`config.mk`:
```
export PLATFORM = sky130hd
export DESIGN_NAME = strobe_ram_ctrl
export DESIGN_NICKNAME = d
export VERILOG_FILES = /design/src/rtl/srs_pkg.sv /design/src/rtl/srs_phase_timer.sv /design/src/rtl/srs_read_capture.sv /design/src/rtl/strobe_ram_ctrl.sv
export SDC_FILE = /design/constraint.sdc
export NUM_CORES = 1
export LEC_CHECK = 0
export BUFFER_PORTS_ARGS = -buffer_cell sky130_fd_sc_hd__buf_2
export CAP_MARGIN = 10
export CORE_UTILIZATION = 41
export DETAILED_ROUTE_END_ITERATION = 10
export GPL_TIMING_DRIVEN = 0
export PLACE_DENSITY = 0.66
export SYNTH_ARGS = -nofsm -noshare
export SYNTH_HDL_FRONTEND = slang
export SYNTH_SLANG_ARGS = --single-unit
```
`constraint.sdc`:
```
create_clock -name clk -period 2.2 [get_ports clk]
set_input_delay 0.22 -clock clk [delete_from_list [all_inputs] [get_ports clk]]
set_output_delay 0.22 -clock clk [all_outputs]
set_load 0.02 [all_outputs]
```
`src/rtl/srs_pkg.sv`:
```
package srs_pkg;
    typedef enum logic [1:0] {
        ST_IDLE   = 2'd0,
        ST_SETUP  = 2'd1,
        ST_ACTIVE = 2'd2,
        ST_RECOV  = 2'd3
    } srs_state_e;

    function automatic int srs_max(input int a, input int b);
        return (a > b) ? a : b;
    endfunction
endpackage

```
`src/rtl/srs_phase_timer.sv`:
```
module srs_phase_timer #(
    parameter int CNT_W = 4
) (
    input  logic             clk,
    input  logic             rst_n,
    input  logic             load,
    input  logic [CNT_W-1:0] len,
    output logic             last
);
    logic [CNT_W-1:0] cnt_d, cnt_q;

    always_comb begin
        cnt_d = cnt_q;
        if (load) begin
            cnt_d = len;
        end else if (cnt_q != '0) begin
            cnt_d = cnt_q - 1'b1;
        end
    end

    always_ff @(posedge clk or negedge rst_n) begin
        if (!rst_n) cnt_q <= '0;
        else        cnt_q <= cnt_d;
    end

    assign last = (cnt_q == CNT_W'(1));
endmodule

```
`src/rtl/srs_read_capture.sv`:
```
module srs_read_capture #(
    parameter int DATA_W = 4
) (
    input  logic              clk,
    input  logic              rst_n,
    input  logic              capture,
    input  logic [DATA_W-1:0] din,
    output logic [DATA_W-1:0] dout
);
    logic [DATA_W-1:0] data_d, data_q;

    always_comb begin
        data_d = capture ? din : data_q;
    end

    always_ff @(posedge clk or negedge rst_n) begin
        if (!rst_n) data_q <= '0;
        else        data_q <= data_d;
    end

    assign dout = data_q;
endmodule

```
`src/rtl/strobe_ram_ctrl.sv`:
```
module strobe_ram_ctrl
    import srs_pkg::*;
#(
    parameter int ADDR_W    = 10,
    parameter int DATA_W    = 4,
    parameter int SETUP_CYC = 2,
    parameter int ELOW_CYC  = 3,
    parameter int EHIGH_CYC = 2,
    parameter int TURN_CYC  = 4
) (
    input  logic              clk,
    input  logic              rst_n,
    input  logic              burst_mode,
    input  logic              req_valid,
    input  logic              req_write,
    input  logic [ADDR_W-1:0] req_addr,
    input  logic [DATA_W-1:0] req_wdata,
    output logic              req_ready,
    output logic              done,
    output logic [DATA_W-1:0] rd_data,
    output logic              mem_ce_n,
    output logic              mem_we_n,
    output logic [ADDR_W-1:0] mem_addr,
    output logic [DATA_W-1:0] mem_dout,
    output logic              mem_doe,
    input  logic [DATA_W-1:0] mem_din
);
    localparam int RD_REC_CYC = srs_max(EHIGH_CYC, TURN_CYC);
    localparam int MAX_CYC    = srs_max(srs_max(SETUP_CYC, ELOW_CYC), RD_REC_CYC);
    localparam int CNT_W      = $clog2(MAX_CYC + 1) + 1;

    typedef struct packed {
        srs_state_e        state;
        logic              ce_n;
        logic              we_n;
        logic              doe;
        logic              wr;
        logic              done;
        logic [ADDR_W-1:0] addr;
        logic [DATA_W-1:0] wdata;
    } ctl_t;

    ctl_t             ctl_d, ctl_q;
    logic             tmr_load;
    logic [CNT_W-1:0] tmr_len;
    logic             tmr_last;
    logic             cap_en;

    always_comb begin
        ctl_d    = ctl_q;
        ctl_d.done = 1'b0;
        tmr_load = 1'b0;
        tmr_len  = '0;
        cap_en   = 1'b0;
        case (ctl_q.state)
            ST_IDLE: begin
                ctl_d.doe  = 1'b0;
                ctl_d.we_n = !(burst_mode && ctl_q.wr);
                if (req_valid) begin
                    ctl_d.state = ST_SETUP;
                    ctl_d.wr    = req_write;
                    ctl_d.addr  = req_addr;
                    ctl_d.wdata = req_wdata;
                    ctl_d.we_n  = !req_write;
                    ctl_d.doe   = req_write;
                    tmr_load    = 1'b1;
                    tmr_len     = CNT_W'(SETUP_CYC);
                end
            end
            ST_SETUP: begin
                if (tmr_last) begin
                    ctl_d.state = ST_ACTIVE;
                    ctl_d.ce_n  = 1'b0;
                    tmr_load    = 1'b1;
                    tmr_len     = CNT_W'(ELOW_CYC);
                end
            end
            ST_ACTIVE: begin
                if (tmr_last) begin
                    ctl_d.state = ST_RECOV;
                    ctl_d.ce_n  = 1'b1;
                    cap_en      = !ctl_q.wr;
                    tmr_load    = 1'b1;
                    tmr_len     = ctl_q.wr ? CNT_W'(EHIGH_CYC) : CNT_W'(RD_REC_CYC);
                end
            end
            default: begin
                if (tmr_last) begin
                    ctl_d.state = ST_IDLE;
                    ctl_d.done  = 1'b1;
                    ctl_d.doe   = 1'b0;
                    ctl_d.we_n  = !(burst_mode && ctl_q.wr);
                end
            end
        endcase
    end

    always_ff @(posedge clk or negedge rst_n) begin
        if (!rst_n) begin
            ctl_q       <= '0;
            ctl_q.state <= ST_IDLE;
            ctl_q.ce_n  <= 1'b1;
            ctl_q.we_n  <= 1'b1;
        end else begin
            ctl_q <= ctl_d;
        end
    end

    srs_phase_timer #(.CNT_W(CNT_W)) u_timer (
        .clk   (clk),
        .rst_n (rst_n),
        .load  (tmr_load),
        .len   (tmr_len),
        .last  (tmr_last)
    );

    srs_read_capture #(.DATA_W(DATA_W)) u_capture (
        .clk     (clk),
        .rst_n   (rst_n),
        .capture (cap_en),
        .din     (mem_din),
        .dout    (rd_data)
    );

    assign req_ready = (ctl_q.state == ST_IDLE);
    assign done      = ctl_q.done;
    assign mem_ce_n  = ctl_q.ce_n;
    assign mem_we_n  = ctl_q.we_n;
    assign mem_addr  = ctl_q.addr;
    assign mem_dout  = ctl_q.wdata;
    assign mem_doe   = ctl_q.doe;
endmodule

```
==> results of run 1 <==
-- power by group through the flow --
stage | clock network, W | registers [W] | logic [W]
after floorplan | 0 | 0.00100 | 0.00106
after global placement | 0 | 0.000950 | 0.00143
after detailed placement | 0 | 0.000970 | 0.00148
after CTS | 0.000383 | 0.000960 | 0.00149
after global routing | 0.000404 | 0.000993 | 0.00163
final | 0.000367 | 0.000958 | 0.00149
-- cell type report --
class	instances	area share, %
Buffer	16	6.25
Clock buffer	7	3.57
Clock inverter	1	0.275
Sequential cell	29	40.0
Timing Repair Buffer	46	12.9
Inverter	6	1.24
Multi-Input combinational cell	66	32.6
Tap cell	46	3.16
-- metal layers --
metal  GRT usage [%]  up-vias
met2            26.3       34
li1                -      500
met5               0        -
met4            10.5        0
met1            19.4      504
met3            4.83       11
-- cells in the mapped netlist (all sizes together), types with 2 or more instances --
cell     n  area share [%]
nand2    3            0.95
nor2     4             1.0
dfrtp   27              47
dfstp    2             3.6
buf     15             7.6
a21oi    2            0.69
inv      6             1.6
o21ai    3             1.0
o22ai    2            0.86
nor3b    4             3.2
nand2b   3             1.3
mux2i    3             2.1
mux2    20              16
ha       7             6.0
-- final timing paths --
check | start | endpoint | slack (ns) | depth (start not counted)
worst max-delay path | ctl_q[19] | u_timer.cnt_q[2] | 0.22 | 6
worst min-delay path | req_addr[7] | mem_addr[7] | 0.12 | 2
worst max register to register | ctl_q[19] | u_timer.cnt_q[2] | 0.22 | 6
worst min register to register | u_capture.dout[1] | u_capture.dout[1] | 0.51 | 1
max in group asynchronous | rst_n | u_timer.cnt_q[2] | 1.33 | 2
min in group asynchronous | rst_n | mem_addr[8] | 0.44 | 2
-- cell families (layout without fill, tap and decap cells) --
group                    Yosys count  after routing
adder cells (fa/ha/maj)            7              7
AND/OR/NAND/NOR                   20             20
XOR/XNOR                           1              1
flip-flops                        29             29
multiplexers                      23             23
AO/OA/AOI/OAI                     15             15
buffers and inverters             22             76
-- critical path, cell delays in order (launching register included) --
cell and delay (ns):
dfrtp_1 0.43, inv_1 0.11, ha_1 0.17, clkbuf_1 0.28
nand2_2 0.23, o22ai_2 0.28, mux2_2 0.37
-- per-stage QoR --
step                      worst slack, ns  cells  power, W  util, %  instance area [µm²]
final                               0.225    217   0.00282     54.1                 1820
after global routing               0.0889    217   0.00303     54.1                 1820
after CTS                           0.104    217   0.00284     53.9                 1810
after detailed placement            0.190    208   0.00245     51.6                 1730
after global placement              0.235    208   0.00238     51.6                 1730
after floorplan                     0.295    117   0.00207        -                 1450
-- sequential cells by signal (all words and copies together) (netlist names) --
signal,flops
ctl_q,3
done,1
mem_addr,10
mem_ce_n,1
mem_doe,1
mem_dout,4
mem_we_n,1
u_capture.dout,4
u_timer.cnt_q,4
-- what timing repair did --
action,4_1_cts,5_1_grt
gates resized for setup,0,1
hold endpoints to repair,27,0
hold buffers,1,0
setup endpoints to repair,0,1
==> impl_summary.md, run 1 <==
Global route
The overall routing resource usage is 16.5%. The number of antenna violations at the first check in global routing is 0. The first global-routing pass estimated 4380 µm of wire.

The global-route congestion overflow total is 0. The via count of the first global-routing pass is 1,017. Entering global routing, the biggest net connects 30 pins.

Worst setup path
In this run the worst path has a maximum fanout of 10. Data arrives at the worst endpoint at 2.18 ns. The kind of start point of the critical path is a register. STA puts the critical path data required time at 2.41 ns. The critical path is of the reg -> reg type.

The worst setup path is captured at a register.

Pwr
For this design the ratio of total power to cell area is 1550 mW/mm². The reported net switching power is 0.00110 W. The net switching share of the total power is 39.2%. Combinational logic is responsible for 53.0% of the overall power. The internal portion of the total power is 0.00171 W. The maximum resistive drop on vdd is 0.596 mV.

The analysis attributes to cell leakage a power of 0.923 nW. The sequential group share of total power is 34.0%. The clock network accounts for 13.0% of the total power.

Finish
Compared with the post-synthesis result, the final layout area differs by 25.4%. Summing all multi-input logic gate instances after layout gives 593 µm². Of the cells placed in the final design, the portion with a size suffix greater than 1 is 55.6%. The repair_antennas step left the layout with diodes totalling 0. Across the whole layout, storage elements account for 728 µm². The fill cell total of the finished layout is 331.

The library cell used most frequently in the layout, excluding fill and tap cells, is buf_2. Leaving out fill and tap cells, the most frequent cells in the layout are buf_2, dfrtp_1, mux2_2. The layout net count is 200.

STA
Across all hold checks on the routed design, the worst slack comes to 0.118 ns. The final max-slew violation count is 0. Setup repair after global routing left no endpoint under its margin.

The aggregate negative setup slack is 0 ns. The worst slew slack as a fraction of its limit is 57.1%. The slew at the pin closest to its max-slew limit is 0.644 ns.

The count of final hold-check violations was 0. The share of the cycle needed by the critical path after routing is 89.8%. The shortest clock period the worst path allows after layout is 1.98 ns. Setup violations remaining at the end of the flow were counted as 0.

The setup clock skew after layout is 0.00709 ns. For this run, the top clock speed supported by timing is 506 MHz.

Route
The first routing iteration left 22 violations. The total DRC errors in the routed layout is 0. The detailed router put a total of 1150 µm of wire on met1.

Summed over all layers, the routed wires come to 2710 µm. The pre-antenna-repair detailed-routing pass consisted of 4 iterations. The routed wirelength normalized by instance count is 12.5 µm. The final antenna-violating net count is 0.

Summed over all nets, wire length on met3 after detailed routing comes to 119 µm. After detailed routing, no signal wire sits above met4. The detailed-route vias per instance is 4.83.

The via count is 1,049. The routed design uses 1340 µm of met2 wire.

CTS
The number of levels the H-tree was split into is 2. The cell sitting at the root of the clock tree is a clkbuf_4. The number of sinks driven by the clock tree is 29. The clock tree buffer depth is 2. At the later pin of the worst-skew pair, clock insertion delay measures 0.32 ns. Once the clock tree was built, the setup fixing pass inserted 0 buffers. The clock transition time at the flip-flop clock pins of the worst setup and hold paths is 0.10 ns. TritonCTS created 5 clock buffers.

The clock tree from TritonCTS is done.

Yosys
The average cell area after synthesis is 12.4 µm². In the synthesized netlist, the number of instances is 117. Summing every instance area after synthesis gives 0.00145 mm².

The number of synthesis warnings is 0. Sequential elements use 50.2% of the synthesized area. The synthesized-area fraction occupied by ao, oa, aoi and oai cells is 6.98%. Of all flip-flops after synthesis, the portion carrying an async set or reset was 100%. The number of enable-type register cells in the synthesized netlist is 0. Summing the areas of all xor and xnor instances in the mapped netlist gives 0.603% of the synthesized area.

The net count after synthesis is 147. After Yosys synthesis, full adders, half adders and majority gates account for 6.03% of the synthesized area. Counting distinct cell types in the post-synthesis netlist gives 34. The combinational family with the most area after synthesis is multiplexers.

The most used flip-flop cell after synthesis is dfrtp_1. The proportion of synthesized area in mux cells is 17.6%. The share of synthesized cell area in and, or, nand and nor gates is 9.22%.

Counting flops and latches in the post-synthesis netlist gives 29.

Floorplan
The number of placed I/O pins is 46. The region available for standard cell placement spans 0.00336 mm². Row generation in the floorplan step produced 21 rows. From left edge to right edge, the die measures 61.5 µm. The floorplan die area is 0.00378 mm². The starting density of the core is 43.2%.

In this run the vertical extent of the chip is 61.5 µm.

Placed design
Port buffering added 45 buffers. The wire-length estimate of the detail-placed layout is 2030 µm. The global placer's final weighted congestion is 0.846.

Flow run
The count of max-cap constraint violations is 0.

Min path
The worst min-delay path category is in -> reg.

Status
The run finished with clean final reports.
No activity file was read; power rests on OpenSTA's default activity.
==> inputs of run 2 (changes only) <==
CELL_PAD_IN_SITES_DETAIL_PLACEMENT = 2   (was default)
CELL_PAD_IN_SITES_GLOBAL_PLACEMENT = 2   (was default)
CORE_UTILIZATION = 32   (was 41)
PLACE_DENSITY = default   (was 0.66)
PLACE_DENSITY_LB_ADDON = 0.1   (was default)
==> run 2 against run 1 <==
  * Die area grew 27%
  * Final cell count is 2.8% higher
  * Flip-flop and latch count unchanged
  * Combinational power hardly changed
  * Total power up 3.2%
  * Worst hold slack better by 0.053 ns
  * Global-route usage decreased by 0.93 points
  * Clock power increased by 16%
  * First-iteration DRC count up 14%
  * Utilization is 12 points lower
  * Register-to-register slack got worse by 0.02 ns
==> impl_summary.md, run 2 (same netlist as run 1, synthesis figures left out) <==
Status
The flow ran to the end, and the final reports show no timing, DRC or antenna violations.

Route
The detailed router finished its first iteration with 25 violations. The count of nets left with antenna violations once routing finished came out at 0. The first detailed-routing pass ran for 4 iterations.

After detailed routing, the total wire length is 3410 µm. The detailed-route vias per instance is 4.72. The total DRC errors in the routed layout is 0. The routed wirelength normalized by instance count is 15.3 µm.

The via count is 1,053.

STA
The setup slack of the critical path after layout is 0.203 ns. At the pin with the least slew margin, the transition time is 0.679 ns. The count of final hold-check violations is 0. For the final database, setup skew stands at 0.00657 ns. The worst slew slack as a fraction of its limit is 54.7%. Setup repair after global routing left no endpoint under its margin. The final max-slew violation count is 0. The aggregate negative setup slack is 0 ns. For the finished layout, the period the worst path requires is 2.00 ns.

The share of the cycle needed by the critical path after routing is 90.8%. The number of failing setup endpoints in the final timing report is 0. Based on the critical path, the design can be clocked at up to 501 MHz.

Worst setup path
The kind of start point of the critical path is a register. The cell family with the largest share of critical-path delay is flip-flops. Walking the worst path, the cells encountered are inv_1 > ha_1 > clkbuf_1 > nand2_2 > o22ai_2 > mux2_2. In this run the number of cells on the critical path is 6. The cell with the largest stage delay on the worst path is dfrtp_1.

The largest stage delay on the critical path is 0.42 ns. The element type at the critical path end is a register. The worst path required time is 2.36 ns.

The signal arrival time at the worst endpoint is 2.15 ns. Counting both buffers and inverters, the worst setup path holds a total of 2. Of all nets on the critical path, the largest fanout is 10. The critical path start-end classification is reg -> reg.

The cell count of the worst reg-to-reg path is 6.

Floorplan
The number of placed I/O pins is 46. The height of the die is 69.3 µm. The floorplan die area is 0.00481 mm². Row generation in the floorplan step produced 24 rows. The die extent in x is 69.3 µm. The floorplan step defined a core boundary enclosing 0.00435 mm². The initial utilization of the core area, before any placement, comes to 33.3%.

Min path
The worst hold path passes through 2 cells. The worst min-delay path category is in -> reg.

Global route
The first-pass GRT wire length is 5770 µm. The overall routing resource usage is 15.5%. Summed over all layers, the global routing overflow is 0. The number of antenna violations at the first check in global routing came to 0. The largest net degree at the start of global routing is 30. The via count of the first global-routing pass is 1,190.

CTS
The setup fix buffers added after clock tree synthesis is 0. The insertion delay to the later sink of the worst-skew pair is 0.28 ns. The clock tree buffer depth is 2.

The number of levels the H-tree was split into is 2. The clock buffer count from CTS is 5. The clock tree root buffer cell is clkbuf_8.

The clock tree from TritonCTS is done. The number of sinks driven by the clock tree is 29. After clock tree synthesis, the clock-pin slew on the worst setup and hold paths is 0.07 ns.

Placed design
Routability-driven placement finished with a final weighted congestion of 0.726. The post-placement setup slack is 0.0765 ns. Summed over all nets, the half-perimeter wirelength after detailed placement is 2660 µm. In this run the tool buffered the top-level ports with 45 buffer cells. The placed instance count is 214.

Pwr
The maximum resistive drop on vdd is 0.482 mV. For this design the ratio of total power to cell area is 1580 mW/mm². The cell leakage power is 0.926 nW.

Flow run
The tool flagged a number of max-cap violations equal to 0.

Finish
Cells with a size suffix above 1 make up 55.6% of the layout. Leaving out fill and tap cells, the most frequent cells in the layout are buf_2, dfrtp_1, mux2_2. The final standard cell count with taps included and fillers excluded is 223. Once layout is complete, the utilization of the core stands at 42.4%. The flip-flop count of the largest register, all copies and words added is 10. The post-synthesis to final-layout area growth is 27.1%. The library cell used most frequently in the layout, excluding fill and tap cells, is buf_2. The antenna diode count is 0. The layout net count is 200.
## run 2: changes by cell type in the layout (fill, tap and decap cells not counted)
cell        before  now
clkbuf_4         5    0
clkbuf_8         2    5
clkinv_2         1    2
clkinvlp_4       0    1
## run 2: report_power, final
part	total (W)	internal (W)	switching (W)
Sequential	0.000967	0.000800	0.000167
Clock	0.000424	0.000218	0.000206
Combinational	0.00152	0.000731	0.000786
## run 2: per-layer routing
layer,vias to the layer above,part of all wire [%],global-route usage (%)
met5,-,0,0
met4,0,1.1,5.22
met3,4,4.1,4.80
met2,25,57,29.2
met1,526,38,16.1
li1,498,-,-
## run 2: cell type report
| type | instances | area, µm² |
|---|---|---|
| well taps | 52 | 65.1 |
| fillers | 468 | 2510 |
| clock buffers | 5 | 68.8 |
| repair buffers | 46 | 235 |
| inverters | 6 | 22.5 |
| plain buffers | 16 | 114 |
| multi-input cells | 66 | 593 |
| flip-flops and latches | 29 | 728 |
| clock inverters | 3 | 17.5 |
## run 2: worst paths after layout
kind | startpoint | to | slack (ns)
min reg2reg | mem_doe | mem_doe | 0.49
max reg2reg | ctl_q[19] | u_timer.cnt_q[2] | 0.20
max | ctl_q[19] | u_timer.cnt_q[2] | 0.20
min | req_addr[3] | mem_addr[3] | 0.17
min in group asynchronous | rst_n | u_timer.cnt_q[0] | 0.52
max in group asynchronous | rst_n | mem_dout[3] | 1.25
## run 2: metrics by stage
step                      hold slack, ns  power (W)  cell area (µm²)
after floorplan                  -0.0756    0.00207             1450
after global placement             0.294    0.00241             1740
after detailed placement           0.299    0.00251             1740
after CTS                          0.160    0.00296             1840
after global routing               0.169    0.00313             1840
final                              0.171    0.00291             1840
## run 2: timing repair
action | 4_1_cts | 5_1_grt
resized for setup | 0 | 1
hold endpoints to repair | 12 | 0
hold buffers | 1 | 0
setup endpoints to repair | 0 | 1
